$ cat config.mk
export PLATFORM = sky130hd
export DESIGN_NAME = rj_tdm_tx
export DESIGN_NICKNAME = d
export VERILOG_FILES = /design/src/rtl/rj_tdm_pkg.sv /design/src/rtl/rj_tdm_frame_trk.sv /design/src/rtl/rj_tdm_smp_buf.sv /design/src/rtl/rj_tdm_tx.sv
export SDC_FILE = /design/constraint.sdc
export NUM_CORES = 1
export LEC_CHECK = 0
export BUFFER_PORTS_ARGS = -buffer_cell sky130_fd_sc_hd__buf_2
export CAP_MARGIN = 0
export CORE_MARGIN = 2
export CORE_UTILIZATION = 30
export CTS_CLUSTER_DIAMETER = 120
export DETAILED_ROUTE_END_ITERATION = 10
export MAX_ROUTING_LAYER = met4
export SYNTH_ARGS = -nofsm -noshare
export SYNTH_HDL_FRONTEND = slang
export SYNTH_SLANG_ARGS = --single-unit
$ cat constraint.sdc
create_clock -name clk -period 5.47 [get_ports clk]
set_clock_uncertainty 0.05 [all_clocks]
set_input_delay 1.094 -clock clk [delete_from_list [all_inputs] [get_ports clk]]
set_output_delay 1.094 -clock clk [all_outputs]
set_load 0.02 [all_outputs]
$ cat src/rtl/rj_tdm_pkg.sv
package rj_tdm_pkg;

    localparam int SAMPLE_W = 32;

    typedef enum logic [1:0] {
        TRK_IDLE    = 2'd0,
        TRK_SYNC    = 2'd1,
        TRK_MEASURE = 2'd2,
        TRK_RUN     = 2'd3
    } trk_state_e;

    // word length code to number of bits
    function automatic logic [5:0] wlen_bits(input logic [1:0] code);
        logic [5:0] n;
        unique case (code)
            2'd0: n = 6'd16;
            2'd1: n = 6'd20;
            2'd2: n = 6'd24;
            2'd3: n = 6'd32;
        endcase
        return n;
    endfunction

endpackage

$ cat src/rtl/rj_tdm_frame_trk.sv
module rj_tdm_frame_trk
    import rj_tdm_pkg::*;
#(
    parameter int CNT_W = 10
) (
    input  logic             clk,
    input  logic             rst_n,
    input  logic             en,
    input  logic             bclk,
    input  logic             invert,
    input  logic             wclk,
    output logic             launch_evt,
    output logic             run,
    output logic [CNT_W-1:0] nidx,
    output logic             next_left,
    output logic [CNT_W-1:0] half_len
);

    localparam logic [CNT_W-1:0] ONE = CNT_W'(1);

    trk_state_e       state, state_nx;
    logic             bclk_q;
    logic             wclk_cap;
    logic [CNT_W-1:0] pos;
    logic             rise, fall, capture_evt, wclk_chg, wrap;

    assign rise        = bclk & ~bclk_q;
    assign fall        = ~bclk & bclk_q;
    assign capture_evt = invert ? fall : rise;
    assign launch_evt  = invert ? rise : fall;
    assign wclk_chg    = capture_evt && (wclk != wclk_cap);

    // state register
    always_ff @(posedge clk or negedge rst_n) begin
        if (!rst_n) state <= TRK_IDLE;
        else        state <= state_nx;
    end

    always_comb begin
        state_nx = state;
        if (!en) begin
            state_nx = TRK_IDLE;
        end else begin
            unique case (state)
                TRK_IDLE:    state_nx = TRK_SYNC;
                TRK_SYNC:    if (wclk_chg) state_nx = TRK_MEASURE;
                TRK_MEASURE: if (wclk_chg) state_nx = TRK_RUN;
                TRK_RUN:     state_nx = TRK_RUN;
            endcase
        end
    end

    // bit position inside the current half and measured half length
    always_ff @(posedge clk or negedge rst_n) begin
        if (!rst_n) begin
            bclk_q   <= 1'b0;
            wclk_cap <= 1'b0;
            pos      <= '0;
            half_len <= '0;
        end else begin
            bclk_q <= bclk;
            if (capture_evt) begin
                wclk_cap <= wclk;
                if (wclk != wclk_cap) begin
                    pos <= '0;
                    if (state == TRK_MEASURE || state == TRK_RUN)
                        half_len <= pos + ONE;
                end else if (pos != '1) begin
                    pos <= pos + ONE;
                end
            end
        end
    end

    // outputs: which position the next launched bit belongs to
    always_comb begin
        run       = (state == TRK_RUN);
        wrap      = (pos == half_len - ONE);
        nidx      = wrap ? '0 : pos + ONE;
        next_left = wrap ? ~wclk_cap : wclk_cap;
    end

    // power-down sends the tracker back to idle
    assert_idle_on_off_R12: assert property (@(posedge clk) disable iff (!rst_n)
        !en |=> (state == TRK_IDLE));

    // running always implies a measured half length
    assert_run_measured_R11: assert property (@(posedge clk) disable iff (!rst_n)
        (state == TRK_RUN) |-> (half_len != '0));

endmodule

$ cat src/rtl/rj_tdm_smp_buf.sv
module rj_tdm_smp_buf #(
    parameter int DW = 32
) (
    input  logic          clk,
    input  logic          rst_n,
    input  logic [DW-1:0] in_l,
    input  logic [DW-1:0] in_r,
    input  logic          in_valid,
    output logic          in_ready,
    input  logic          xfer,
    output logic [DW-1:0] frame_l,
    output logic [DW-1:0] frame_r
);

    logic [DW-1:0] pend_l, pend_r, act_l, act_r;
    logic          full;
    logic          take;

    assign in_ready = ~full;
    assign take     = in_valid & ~full;

    always_ff @(posedge clk or negedge rst_n) begin
        if (!rst_n) begin
            pend_l <= '0;
            pend_r <= '0;
            act_l  <= '0;
            act_r  <= '0;
            full   <= 1'b0;
        end else if (take) begin
            pend_l <= in_l;
            pend_r <= in_r;
            full   <= 1'b1;
        end else if (xfer && full) begin
            act_l <= pend_l;
            act_r <= pend_r;
            full  <= 1'b0;
        end
    end

    // the bit launched at a frame start already uses the new pair
    always_comb begin
        frame_l = (xfer && full) ? pend_l : act_l;
        frame_r = (xfer && full) ? pend_r : act_r;
    end

    // a held pair stays until the frame start moves it
    assert_hold_pending_R10: assert property (@(posedge clk) disable iff (!rst_n)
        (full && !xfer) |=> (full && $stable(pend_l) && $stable(pend_r)));

endmodule

$ cat src/rtl/rj_tdm_tx.sv
module rj_tdm_tx
    import rj_tdm_pkg::*;
#(
    parameter int CNT_W = 10,
    parameter int OFF_W = 8
) (
    input  logic                clk,
    input  logic                rst_n,
    input  logic                en,
    input  logic                bclk,
    input  logic                wclk,
    input  logic [1:0]          cfg_wlen,
    input  logic [OFF_W-1:0]    cfg_offset,
    input  logic                cfg_bclk_inv,
    input  logic                cfg_tristate,
    input  logic [SAMPLE_W-1:0] smp_left,
    input  logic [SAMPLE_W-1:0] smp_right,
    input  logic                smp_valid,
    output logic                smp_ready,
    output logic                sdata,
    output logic                sdata_oe,
    output logic                cfg_invalid
);

    localparam int               IDX_W = $clog2(SAMPLE_W);
    localparam logic [CNT_W-1:0] ONE   = CNT_W'(1);

    logic                launch_evt, run, next_left;
    logic [CNT_W-1:0]    nidx, half_len;
    logic [SAMPLE_W-1:0] frame_l, frame_r, sel_word;
    logic [CNT_W-1:0]    wl, off_ext, tail, bpos;
    logic                frame_start, in_slot, bit_val;

    rj_tdm_frame_trk #(.CNT_W(CNT_W)) u_trk (
        .clk        (clk),
        .rst_n      (rst_n),
        .en         (en),
        .bclk       (bclk),
        .invert     (cfg_bclk_inv),
        .wclk       (wclk),
        .launch_evt (launch_evt),
        .run        (run),
        .nidx       (nidx),
        .next_left  (next_left),
        .half_len   (half_len)
    );

    assign frame_start = launch_evt && run && (nidx == '0) && next_left;

    rj_tdm_smp_buf #(.DW(SAMPLE_W)) u_buf (
        .clk      (clk),
        .rst_n    (rst_n),
        .in_l     (smp_left),
        .in_r     (smp_right),
        .in_valid (smp_valid),
        .in_ready (smp_ready),
        .xfer     (frame_start),
        .frame_l  (frame_l),
        .frame_r  (frame_r)
    );

    // slot placement: bit index = half_len-1-offset-position
    always_comb begin
        wl          = {{(CNT_W-6){1'b0}}, wlen_bits(cfg_wlen)};
        off_ext     = {{(CNT_W-OFF_W){1'b0}}, cfg_offset};
        tail        = half_len - ONE - nidx;
        bpos        = tail - off_ext;
        in_slot     = (nidx < half_len) && (tail >= off_ext) && (bpos < wl);
        sel_word    = next_left ? frame_l : frame_r;
        bit_val     = sel_word[bpos[IDX_W-1:0]];
        cfg_invalid = run && (half_len < wl);
    end

    // line driver: updates only at launch edges, forced off at power-down
    always_ff @(posedge clk or negedge rst_n) begin
        if (!rst_n) begin
            sdata    <= 1'b0;
            sdata_oe <= 1'b0;
        end else if (!en) begin
            sdata    <= 1'b0;
            sdata_oe <= 1'b0;
        end else if (launch_evt) begin
            if (run && !cfg_invalid) begin
                sdata_oe <= cfg_tristate ? in_slot : 1'b1;
                sdata    <= in_slot & bit_val;
            end else begin
                sdata    <= 1'b0;
                sdata_oe <= 1'b0;
            end
        end
    end

    // line released while powered down
    assert_idle_hiz_R12: assert property (@(posedge clk) disable iff (!rst_n)
        !en |=> !sdata_oe);

    // no change of the line between launch edges
    assert_oe_on_launch_R13: assert property (@(posedge clk) disable iff (!rst_n)
        (en && !launch_evt) |=> ($stable(sdata_oe) && $stable(sdata)));

    // a too-short frame never drives
    assert_invalid_hiz_R11: assert property (@(posedge clk) disable iff (!rst_n)
        (launch_evt && cfg_invalid) |=> !sdata_oe);

    // a released line carries a zero data bit
    assert_quiet_released_R5: assert property (@(posedge clk) disable iff (!rst_n)
        !sdata_oe |-> !sdata);

endmodule

==> report_table.html, run 1 <==
<table>
<tr><th>Metric</th><th>Value</th></tr>
<tr><th colspan="2">Finish</th></tr>
<tr><td>Utilization after layout</td><td>0.3662</td></tr>
<tr><td>Layout-stage area growth over the synthesis result</td><td>19.49%</td></tr>
<tr><td>Fraction of layout cells with a size suffix above 1</td><td>0.2671</td></tr>
<tr><td>Non-filler instance count after layout</td><td>1523</td></tr>
<tr><td>Nets@finish</td><td>1235</td></tr>
<tr><td>Antenna diodes</td><td>0</td></tr>
<tr><th colspan="2">CTS</th></tr>
<tr><td>H-tree depth</td><td>4</td></tr>
<tr><td>Clock Tree Buf Depth</td><td>2</td></tr>
<tr><td>Clock tree from TritonCTS</td><td>done</td></tr>
<tr><td>Clk Tree Root Cell</td><td>clkbuf_16</td></tr>
<tr><td>Clock net sink count</td><td>155</td></tr>
<tr><td># hold bufs at CTS</td><td>0</td></tr>
<tr><td>CTS clk-pin slew, worst paths</td><td>0.06 ns</td></tr>
<tr><td>Clock network latency to the later pin of the worst-skew pair</td><td>0.44 ns</td></tr>
<tr><td>Clock buffers created by TritonCTS</td><td>17</td></tr>
<tr><th colspan="2">Power</th></tr>
<tr><td>Static power due to leakage</td><td>5.537 nW</td></tr>
<tr><td>Power spent charging and discharging nets</td><td>2.690 mW</td></tr>
<tr><td>Clock network fraction of total power</td><td>0.178</td></tr>
<tr><td>Worst vdd ir</td><td>0.4156 mV</td></tr>
<tr><td>Part of the power in combinational logic</td><td>0.617</td></tr>
<tr><td>Switching Fraction</td><td>0.4089</td></tr>
<tr><td>Power density normalized to cell area</td><td>584.3 nW/um^2</td></tr>
<tr><td>Sequential Power Share</td><td>0.206</td></tr>
<tr><td>P_int</td><td>3.889 mW</td></tr>
<tr><td>Total power consumption of the routed design</td><td>6.580 mW</td></tr>
<tr><th colspan="2">Floorplan</th></tr>
<tr><td>Count of pins on the block boundary</td><td>86</td></tr>
<tr><td>Initial cell density of the core</td><td>0.3065</td></tr>
<tr><td>Horizontal die dimension</td><td>181.2 um</td></tr>
<tr><td>Vert. Die Dim</td><td>181.2 um</td></tr>
<tr><td>Core Region</td><td>30750 um^2</td></tr>
<tr><td>Die area</td><td>32850 um^2</td></tr>
<tr><td>Standard-cell rows</td><td>64</td></tr>
<tr><th colspan="2">Synth</th></tr>
<tr><td>Leading cell type by number of instances after synthesis</td><td>nand2_1</td></tr>
<tr><td>Sequential-to-total area share from yosys stat</td><td>0.4116</td></tr>
<tr><td>Number of warnings issued by yosys</td><td>0</td></tr>
<tr><td>Area fraction of the dominant cell type after synthesis</td><td>0.4116</td></tr>
<tr><td>Number of standard cells after synthesis</td><td>1002</td></tr>
<tr><td>Mapped Nets</td><td>1121</td></tr>
<tr><td>Leading area contributor after synthesis</td><td>dfrtp_1</td></tr>
<tr><td>Area of the mapped netlist</td><td>9424 um^2</td></tr>
<tr><td>Synthesis-stage register bit count</td><td>155</td></tr>
<tr><td>Ys flop type</td><td>dfrtp_1</td></tr>
<tr><td>Yosys cell types</td><td>79</td></tr>
<tr><td>Syn Area/Cell</td><td>9.405 um^2</td></tr>
<tr><td>Share of async-settable or async-resettable flops after synthesis</td><td>1.000</td></tr>
<tr><td>Biggest area contributors in the synthesized netlist</td><td>dfrtp_1, nand2_1, mux2_2</td></tr>
<tr><td>Most frequent cells after synthesis</td><td>nand2_1, dfrtp_1, mux2_2</td></tr>
<tr><td>Count of flip-flops with a built-in enable after synthesis</td><td>0</td></tr>
<tr><th colspan="2">Detailed routing</th></tr>
<tr><td>Total Routed Length</td><td>26.26 mm</td></tr>
<tr><td>Per-cell via count in the routed design</td><td>5.104</td></tr>
<tr><td>DRC violation count after routing</td><td>0</td></tr>
<tr><td>Routed len/inst</td><td>17.24 um</td></tr>
<tr><td>Via count</td><td>7774</td></tr>
<tr><td>Number of DRC violations after detailed-routing iteration 0</td><td>536</td></tr>
<tr><td>Remaining antenna violation count after routing</td><td>0</td></tr>
<tr><td>Number of detailed-routing iterations run before antenna repair</td><td>4</td></tr>
<tr><th colspan="2">Timing</th></tr>
<tr><td>Setup violations, final</td><td>1</td></tr>
<tr><td>Setup_tns</td><td>-0.08646 ns</td></tr>
<tr><td>Final critical-path required period</td><td>5.556 ns</td></tr>
<tr><td>Hold violation total from the final report</td><td>0</td></tr>
<tr><td>Worst Max-Slew Pin Slew</td><td>0.7907 ns</td></tr>
<tr><td>Share of the clock period used by the worst path</td><td>1.016</td></tr>
<tr><td>Unrepaired setup endpoints after global routing</td><td>true</td></tr>
<tr><td>Peak clock frequency supported by timing</td><td>0.1800 GHz</td></tr>
<tr><td>Slew Viols, Final</td><td>0</td></tr>
<tr><td>Remaining max-slew budget at the tightest pin</td><td>0.4688</td></tr>
<tr><td>Final WS setup</td><td>-0.08646 ns</td></tr>
<tr><th colspan="2">Critical path</th></tr>
<tr><td>Data arrival at the endpoint of the critical path</td><td>5.82 ns</td></tr>
<tr><td>Highest net fanout along the worst path</td><td>5</td></tr>
<tr><td>Startpoint Class</td><td>register</td></tr>
<tr><td>Flop-to-flop setup slack</td><td>-0.09 ns</td></tr>
<tr><td>Crit. End Element</td><td>register</td></tr>
<tr><td>CP required</td><td>5.73 ns</td></tr>
<tr><td>Critical path class</td><td>register to register</td></tr>
<tr><th colspan="2">Global route</th></tr>
<tr><td>Antenna violations before repair</td><td>0</td></tr>
<tr><td>Vias in the first global route</td><td>7570</td></tr>
<tr><td>Largest net degree at the start of global routing</td><td>65</td></tr>
<tr><td>Total routing resource utilization after global routing</td><td>0.1669</td></tr>
<tr><td>Global-route wire length before repair</td><td>41.92 mm</td></tr>
<tr><td>Overflow left after global routing</td><td>0</td></tr>
<tr><th colspan="2">Worst hold path</th></tr>
<tr><td>Classification of the worst-slack hold path</td><td>register to register</td></tr>
<tr><th colspan="2">Placement</th></tr>
<tr><td>Worst Setup Slack post-DPL</td><td>-0.1687 ns</td></tr>
<tr><td>GP Congestion</td><td>0.9452</td></tr>
<tr><td>Half-perimeter wire length after placement</td><td>19.54 mm</td></tr>
<tr><td># placed instances</td><td>1479</td></tr>
<tr><td>Count of port buffers added during placement</td><td>85</td></tr>
<tr><th colspan="2">Outcome</th></tr>
<tr><td>Result of the run</td><td>finished with violations</td></tr>
<tr><td>Violations in the final reports</td><td>setup timing</td></tr>
<tr><th colspan="2">Run</th></tr>
<tr><td>Max-Cap Viols</td><td>0</td></tr>
</table>
-- placed cells by master (no fill, tap or decap), types with 7 or more instances in the layout --
| cell type | count |
|---|---|
| o21ai_1 | 7 |
| buf_2 | 85 |
| ha_1 | 33 |
| nor2_1 | 47 |
| nand2_1 | 250 |
| o31ai_1 | 9 |
| xnor2_1 | 18 |
| o21a_1 | 9 |
| or3_1 | 12 |
| nor3_1 | 16 |
| and3_1 | 9 |
| a21oi_1 | 10 |
| clkbuf_16 | 17 |
| nand3_1 | 10 |
| a211oi_1 | 8 |
| mux2i_1 | 39 |
| mux2_2 | 68 |
| xor2_1 | 15 |
| inv_1 | 41 |
| o21ai_0 | 29 |
| or2_2 | 10 |
| nor2b_1 | 13 |
| mux4_2 | 9 |
| buf_4 | 61 |
| dfrtp_1 | 154 |
-- kinds of logic (layout without fill, tap and decap cells) --
family          Yosys count  count (layout)  share of synthesized area
simple gates            417             417                     0.2049
mux                     116             116                     0.1442
fa+ha+maj                37              37                    0.05072
flops                   155             155                     0.4116
xor+xnor                 35              35                    0.03399
compound gates          147             147                     0.1138
buf+inv                  95             220                    0.04089
-- through the flow --
stage	cell area, um^2	hold WS, ns
2_1_floorplan	9428	0.3794
3_3_place_gp	10510	0.3930
3_5_place_dp	10510	0.3991
4_1_cts	11140	0.4131
5_1_grt	11260	0.4418
6_report	11260	0.4146
-- critical path, cell delays in order (launching register included) --
cell and delay [ns]:
dfrtp_1 0.38, or4_4 0.54, or3_4 0.40, or3_4 0.35, and4b_1 0.22, nand2_2 0.12
nand2b_1 0.09, inv_1 0.08, ha_2 0.19, inv_2 0.04, fa_1 0.49, inv_1 0.05
fa_2 0.55, buf_6 0.13, mux4_2 0.33, nor3_2 0.18, a221o_1 0.14, o311a_1 0.16
a211oi_2 0.04, o211ai_1 0.11, o311ai_1 0.12, or4_1 0.51, o221a_2 0.14
-- layer usage --
metal / GRT usage / wire length [um]
met1: 0.2356 / 12790
met2: 0.2484 / 11770
met3: 0.03084 / 1399
met4: 0.03740 / 306
met5: - / 0
-- sequential cells by signal (all words and copies together), names as in the netlist --
| register | flops |
|---|---|
| sdata_oe | 1 |
| u_buf.act_l | 32 |
| u_buf.act_r | 32 |
| sdata | 1 |
| u_trk.state | 2 |
| u_trk.wclk_cap | 1 |
| u_buf.full | 1 |
| u_buf.pend_r | 32 |
| u_trk.pos | 10 |
| u_buf.pend_l | 32 |
| u_trk.half_len | 10 |
| u_trk.bclk_q | 1 |
-- final timing paths --
check	start	end	depth (start not counted)
max in group asynchronous	rst_n	u_trk.half_len[1]	2
min in group asynchronous	rst_n	u_buf.pend_r[17]	1
max reg2reg	u_trk.half_len[2]	sdata	22
max	u_trk.half_len[2]	sdata	22
min reg2reg	u_buf.act_l[15]	u_buf.act_l[15]	2
min	u_buf.act_l[15]	u_buf.act_l[15]	2
-- power groups by stage --
stage | clock [mW] | sequential, mW | combinational [mW]
6_report | 1.17 | 1.35 | 4.06
3_3_place_gp | 0 | 1.37 | 3.71
2_1_floorplan | 0 | 1.32 | 2.53
3_5_place_dp | 0 | 1.37 | 3.72
4_1_cts | 1.19 | 1.35 | 3.83
5_1_grt | 1.24 | 1.37 | 4.44
-- layout make-up --
cell class | instances | area, um^2
Clock buffer | 20 | 466.7
Clock inverter | 10 | 108.9
Fill cell | 3149 | 19490
Inverter | 42 | 157.7
Multi-Input combinational cell | 752 | 5246
Sequential cell | 155 | 3880
Tap cell | 396 | 495.5
Timing Repair Buffer | 148 | 905.9
-- what timing repair did --
| action | CTS | global route |
|---|---|---|
| gates resized for setup | 6 | 24 |
| setup buffers | 5 | 8 |
| gates cloned | 0 | 1 |
| pin swaps | 0 | 14 |
| setup endpoints to repair | 2 | 2 |
| hold endpoints to repair | 0 | 0 |
(Power assumes the default switching activity.)
==> inputs of run 2 (changes only) <==
--- a/config.mk
+++ b/config.mk
@@ -5,13 +5,14 @@
 export SDC_FILE = /design/constraint.sdc
 export NUM_CORES = 1
 export LEC_CHECK = 0
-export BUFFER_PORTS_ARGS = -buffer_cell sky130_fd_sc_hd__buf_2
 export CAP_MARGIN = 0
 export CORE_MARGIN = 2
 export CORE_UTILIZATION = 30
 export CTS_CLUSTER_DIAMETER = 120
 export DETAILED_ROUTE_END_ITERATION = 10
+export DONT_BUFFER_PORTS = 1
 export MAX_ROUTING_LAYER = met4
+export SLEW_MARGIN = 20
 export SYNTH_ARGS = -nofsm -noshare
 export SYNTH_HDL_FRONTEND = slang
 export SYNTH_SLANG_ARGS = --single-unit
==> constraint.sdc (replaced) <==
create_clock -name clk -period 5.47 [get_ports clk]
set_clock_uncertainty 0.05 [all_clocks]
set_input_delay 0.2735 -clock clk [delete_from_list [all_inputs] [get_ports clk]]
set_output_delay 0.2735 -clock clk [all_outputs]
set_load 0.02 [all_outputs]
==> run 2 against run 1 <==
Net effect:
- the run still ends with setup timing left
- sequential share of layout area down 0.91 points
- worst setup slack improved by 0.086 ns
- non-clock buffer count down 18
- cell area increased by 2.7%
- global-route usage rose by 0.43 points
- via count down 1.4%
- final cell count shrank 1.1%
- clock power about the same
- die area did not move
- critical path depth shrank 1
- register-to-register slack improved by 0.09 ns
- largest power group unchanged
==> report_table.html, run 2 (synthesis gave the netlist of run 1 again) <==
<table>
<tr><th>Metric</th><th>Value</th></tr>
<tr><th colspan="2">Power</th></tr>
<tr><td>Worst vdd ir</td><td>0.4113 mV (-1.1%)</td></tr>
<tr><td>Static power due to leakage</td><td>5.495 nW (-0.77%)</td></tr>
<tr><td>Total power consumption of the routed design</td><td>6.688 mW (+1.6%)</td></tr>
<tr><td>Power density normalized to cell area</td><td>578.2 nW/um^2 (-1.1%)</td></tr>
<tr><th colspan="2">Detailed routing</th></tr>
<tr><td>Number of DRC violations after detailed-routing iteration 0</td><td>472 (-12%)</td></tr>
<tr><td>Total Routed Length</td><td>26.44 mm (+0.67%)</td></tr>
<tr><td>Per-cell via count in the routed design</td><td>5.085 (-0.38%)</td></tr>
<tr><td>Routed len/inst</td><td>17.54 um (+1.7%)</td></tr>
<tr><td>Number of detailed-routing iterations run before antenna repair</td><td>4 (unchanged)</td></tr>
<tr><td>Via count</td><td>7663 (-1.4%)</td></tr>
<tr><td>DRC violation count after routing</td><td>0 (unchanged)</td></tr>
<tr><td>Remaining antenna violation count after routing</td><td>0 (unchanged)</td></tr>
<tr><th colspan="2">Finish</th></tr>
<tr><td>Area of all placed cells without fillers</td><td>11570 um^2 (+2.7%)</td></tr>
<tr><td>Fraction of layout cells with a size suffix above 1</td><td>0.1899 (-0.07716)</td></tr>
<tr><td>Nets@finish</td><td>1217 (-1.5%)</td></tr>
<tr><td>Antenna diodes</td><td>0 (unchanged)</td></tr>
<tr><td>Layout-stage area growth over the synthesis result</td><td>22.74%</td></tr>
<tr><td>Most frequent cells in the layout</td><td>nand2_1, dfrtp_1, dlygate4sd3_1</td></tr>
<tr><td>Most frequent standard cell in the layout excluding fill and tap cells</td><td>nand2_1</td></tr>
<tr><td>Utilization after layout</td><td>0.3762 (+0.009969)</td></tr>
<tr><td>Final-layout fill cell count</td><td>3103 (-1.5%)</td></tr>
<tr><th colspan="2">Global route</th></tr>
<tr><td>Global-route wire length before repair</td><td>43.01 mm (+2.6%)</td></tr>
<tr><td>Vias in the first global route</td><td>7709 (+1.8%)</td></tr>
<tr><td>Overflow left after global routing</td><td>0 (unchanged)</td></tr>
<tr><td>Antenna violations before repair</td><td>0 (unchanged)</td></tr>
<tr><td>Total routing resource utilization after global routing</td><td>0.1711 (+0.004265)</td></tr>
<tr><td>Largest net degree at the start of global routing</td><td>156 (+140%)</td></tr>
<tr><th colspan="2">CTS</th></tr>
<tr><td>Clk Tree Root Cell</td><td>clkbuf_16</td></tr>
<tr><td>CTS clk-pin slew, worst paths</td><td>0.07 ns (about the same)</td></tr>
<tr><td>Clock Tree Buf Depth</td><td>2 (unchanged)</td></tr>
<tr><td>H-tree depth</td><td>4 (unchanged)</td></tr>
<tr><td>Clock tree from TritonCTS</td><td>done</td></tr>
<tr><td>Clock net sink count</td><td>155 (unchanged)</td></tr>
<tr><td>Clock network latency to the later pin of the worst-skew pair</td><td>0.44 ns (about the same)</td></tr>
<tr><td>Clock buffers created by TritonCTS</td><td>17 (unchanged)</td></tr>
<tr><th colspan="2">Placement</th></tr>
<tr><td>Half-perimeter wire length after placement</td><td>19.27 mm (-1.4%)</td></tr>
<tr><td>Cell area after placement</td><td>10070 um^2 (-4.1%)</td></tr>
<tr><td>Count of port buffers added during placement</td><td>0 (-100%)</td></tr>
<tr><td>Worst Setup Slack post-DPL</td><td>-0.1770 ns (-0.008318 ns)</td></tr>
<tr><td>GP Congestion</td><td>0.9392 (-0.63%)</td></tr>
<tr><th colspan="2">Worst hold path</th></tr>
<tr><td>Hold-critical path depth</td><td>2 (unchanged)</td></tr>
<tr><td>Hold Crit Start</td><td>cfg_bclk_inv</td></tr>
<tr><td>Classification of the worst-slack hold path</td><td>input pin to register</td></tr>
<tr><td>Hold endpoint</td><td>u_trk.wclk_cap</td></tr>
<tr><th colspan="2">Critical path</th></tr>
<tr><td>R2R Path Start</td><td>u_trk.half_len[3]</td></tr>
<tr><td>Cells along the critical path</td><td>or4_4 -&gt; buf_4 -&gt; buf_4 -&gt; nor3_1 -&gt; o21ai_0 -&gt; nor4b_4 -&gt; nand2_2 -&gt; nand2b_1 -&gt; inv_1 -&gt; ha_1 -&gt; inv_1 -&gt; fa_1 -&gt; inv_1 -&gt; fa_2 -&gt; buf_12 -&gt; buf_4 -&gt; mux4_2 -&gt; mux4_2 -&gt; a21oi_2 -&gt; o2111ai_1 -&gt; o221a_2</td></tr>
<tr><td>Worst reg2reg path depth</td><td>21 (-4.5%)</td></tr>
<tr><td>CP required</td><td>5.74 ns (about the same)</td></tr>
<tr><td>Data arrival at the endpoint of the critical path</td><td>5.74 ns (-0.08 ns)</td></tr>
<tr><td>CP peak stage delay</td><td>0.61 ns (+0.06 ns)</td></tr>
<tr><td>Terminus of the critical flop-to-flop path</td><td>sdata</td></tr>
<tr><td>Critical path class</td><td>register to register</td></tr>
<tr><td>Master of the slowest instance on the critical path</td><td>fa_2</td></tr>
<tr><td>Highest net fanout along the worst path</td><td>6 (+1)</td></tr>
<tr><td>Flop-to-flop setup slack</td><td>-0.0003 ns (+0.09 ns)</td></tr>
<tr><td>Startpoint Class</td><td>register</td></tr>
<tr><td>Crit. End Element</td><td>register</td></tr>
<tr><th colspan="2">Timing</th></tr>
<tr><td>Final critical-path required period</td><td>5.470 ns (-0.08611 ns)</td></tr>
<tr><td>Slew Viols, Final</td><td>0 (unchanged)</td></tr>
<tr><td>Hold violation total from the final report</td><td>0 (unchanged)</td></tr>
<tr><td>Final WS setup</td><td>-0.0003428 ns (+0.08611 ns)</td></tr>
<tr><td>Setup violations, final</td><td>1 (unchanged)</td></tr>
<tr><td>Unrepaired setup endpoints after global routing</td><td>true</td></tr>
<tr><td>Setup_tns</td><td>-0.0003428 ns (+0.08611 ns)</td></tr>
<tr><td>Remaining max-slew budget at the tightest pin</td><td>0.3979 (-0.07092)</td></tr>
<tr><td>Peak clock frequency supported by timing</td><td>0.1828 GHz (+1.6%)</td></tr>
<tr><td>Worst Max-Slew Pin Slew</td><td>0.8962 ns (+0.1056 ns)</td></tr>
<tr><td>Share of the clock period used by the worst path</td><td>1.000 (-0.01574)</td></tr>
<tr><th colspan="2">Outcome</th></tr>
<tr><td>Violations in the final reports</td><td>setup timing</td></tr>
<tr><td>Result of the run</td><td>finished with violations</td></tr>
<tr><th colspan="2">Floorplan</th></tr>
<tr><td>Horizontal die dimension</td><td>181.2 um (unchanged)</td></tr>
<tr><td>Standard-cell rows</td><td>64 (unchanged)</td></tr>
<tr><td>Count of pins on the block boundary</td><td>86 (unchanged)</td></tr>
<tr><td>Core Region</td><td>30750 um^2 (unchanged)</td></tr>
<tr><td>Die area</td><td>32850 um^2 (unchanged)</td></tr>
<tr><td>Initial cell density of the core</td><td>0.3065 (unchanged)</td></tr>
<tr><td>Vert. Die Dim</td><td>181.2 um (unchanged)</td></tr>
<tr><th colspan="2">Run</th></tr>
<tr><td>Max-Cap Viols</td><td>0 (unchanged)</td></tr>
</table>
run 2: cell count changes in the layout (fill, tap and decap cells not counted), moves of 3 or more:
cell	previous run	this run
clkinv_4	4	1
buf_4	61	58
clkbuf_8	3	0
dlygate4sd3_1	0	69
buf_2	85	0
clkbuf_1	0	4
run 2: per-stage QoR:
stage / hold WS [ns] / std cells
after global routing: 0.04169 / 1507
after CTS: 0.01122 / 1502
after detailed placement: -0.06445 / 1392
after floorplan: -0.07209 / 1002
final: 0.03627 / 1507
after global placement: -0.06392 / 1392
run 2: per-layer routing:
metal,routed length [um],vias to the layer above,GRT usage
met5,0,-,-
met4,306,0,0.04585
met3,1293,23,0.03427
met2,11910,205,0.2500
met1,12930,3741,0.2410
li1,-,3694,-
run 2: what timing repair did:
action,in CTS,in global routing
setup buffers,7,5
hold buffers,70,0
setup endpoints to repair,2,2
gates cloned,1,0
resized for setup,11,18
hold endpoints to repair,225,0
pin swaps,5,9
run 2: cell type report:
| class | count | area, um^2 | share of cell area |
|---|---|---|---|
| clock inverter | 11 | 135.1 | 0.01168 |
| timing repair buffer | 130 | 1206 | 0.1043 |
| clock buffer | 21 | 440.4 | 0.03807 |
| sequential | 155 | 3880 | 0.3354 |
| tap | 396 | 495.5 | 0.04283 |
| multi-input combinational | 752 | 5253 | 0.4541 |
| inverter | 42 | 157.7 | 0.01363 |
run 2: worst max-delay path by stage:
stage | end | depth (start not counted) | start | slack [ns]
4_1_cts | sdata | 24 | u_trk.half_len[1] | 0.004
2_1_floorplan | sdata | 22 | u_trk.half_len[2] | 0.004
3_3_place_gp | sdata | 23 | u_trk.half_len[1] | -0.19
5_1_grt | sdata | 22 | u_trk.half_len[3] | -0.17
6_report | sdata | 21 | u_trk.half_len[3] | -0.0003
3_5_place_dp | sdata | 23 | u_trk.half_len[1] | -0.18
run 2: worst max-delay path: cells and delay by family (launching register included):
kind / cells / cell delay [ns]
AO/OA/AOI/OAI: 4 / 0.77
adder cells (fa/ha/maj): 3 / 1.26
buffers and inverters: 7 / 0.75
flip-flops: 1 / 0.40
multiplexers: 2 / 1.00
AND/OR/NAND/NOR: 5 / 1.14
run 2: power by group:
group | total [mW] | switching, mW | internal [mW] | leakage (nW)
Combinational | 4.15 | 2.09 | 2.06 | 3.19
Sequential | 1.35 | 0.101 | 1.25 | 2.03
Clock | 1.19 | 0.510 | 0.681 | 0.275
Total | 6.69 | 2.70 | 3.99 | 5.49
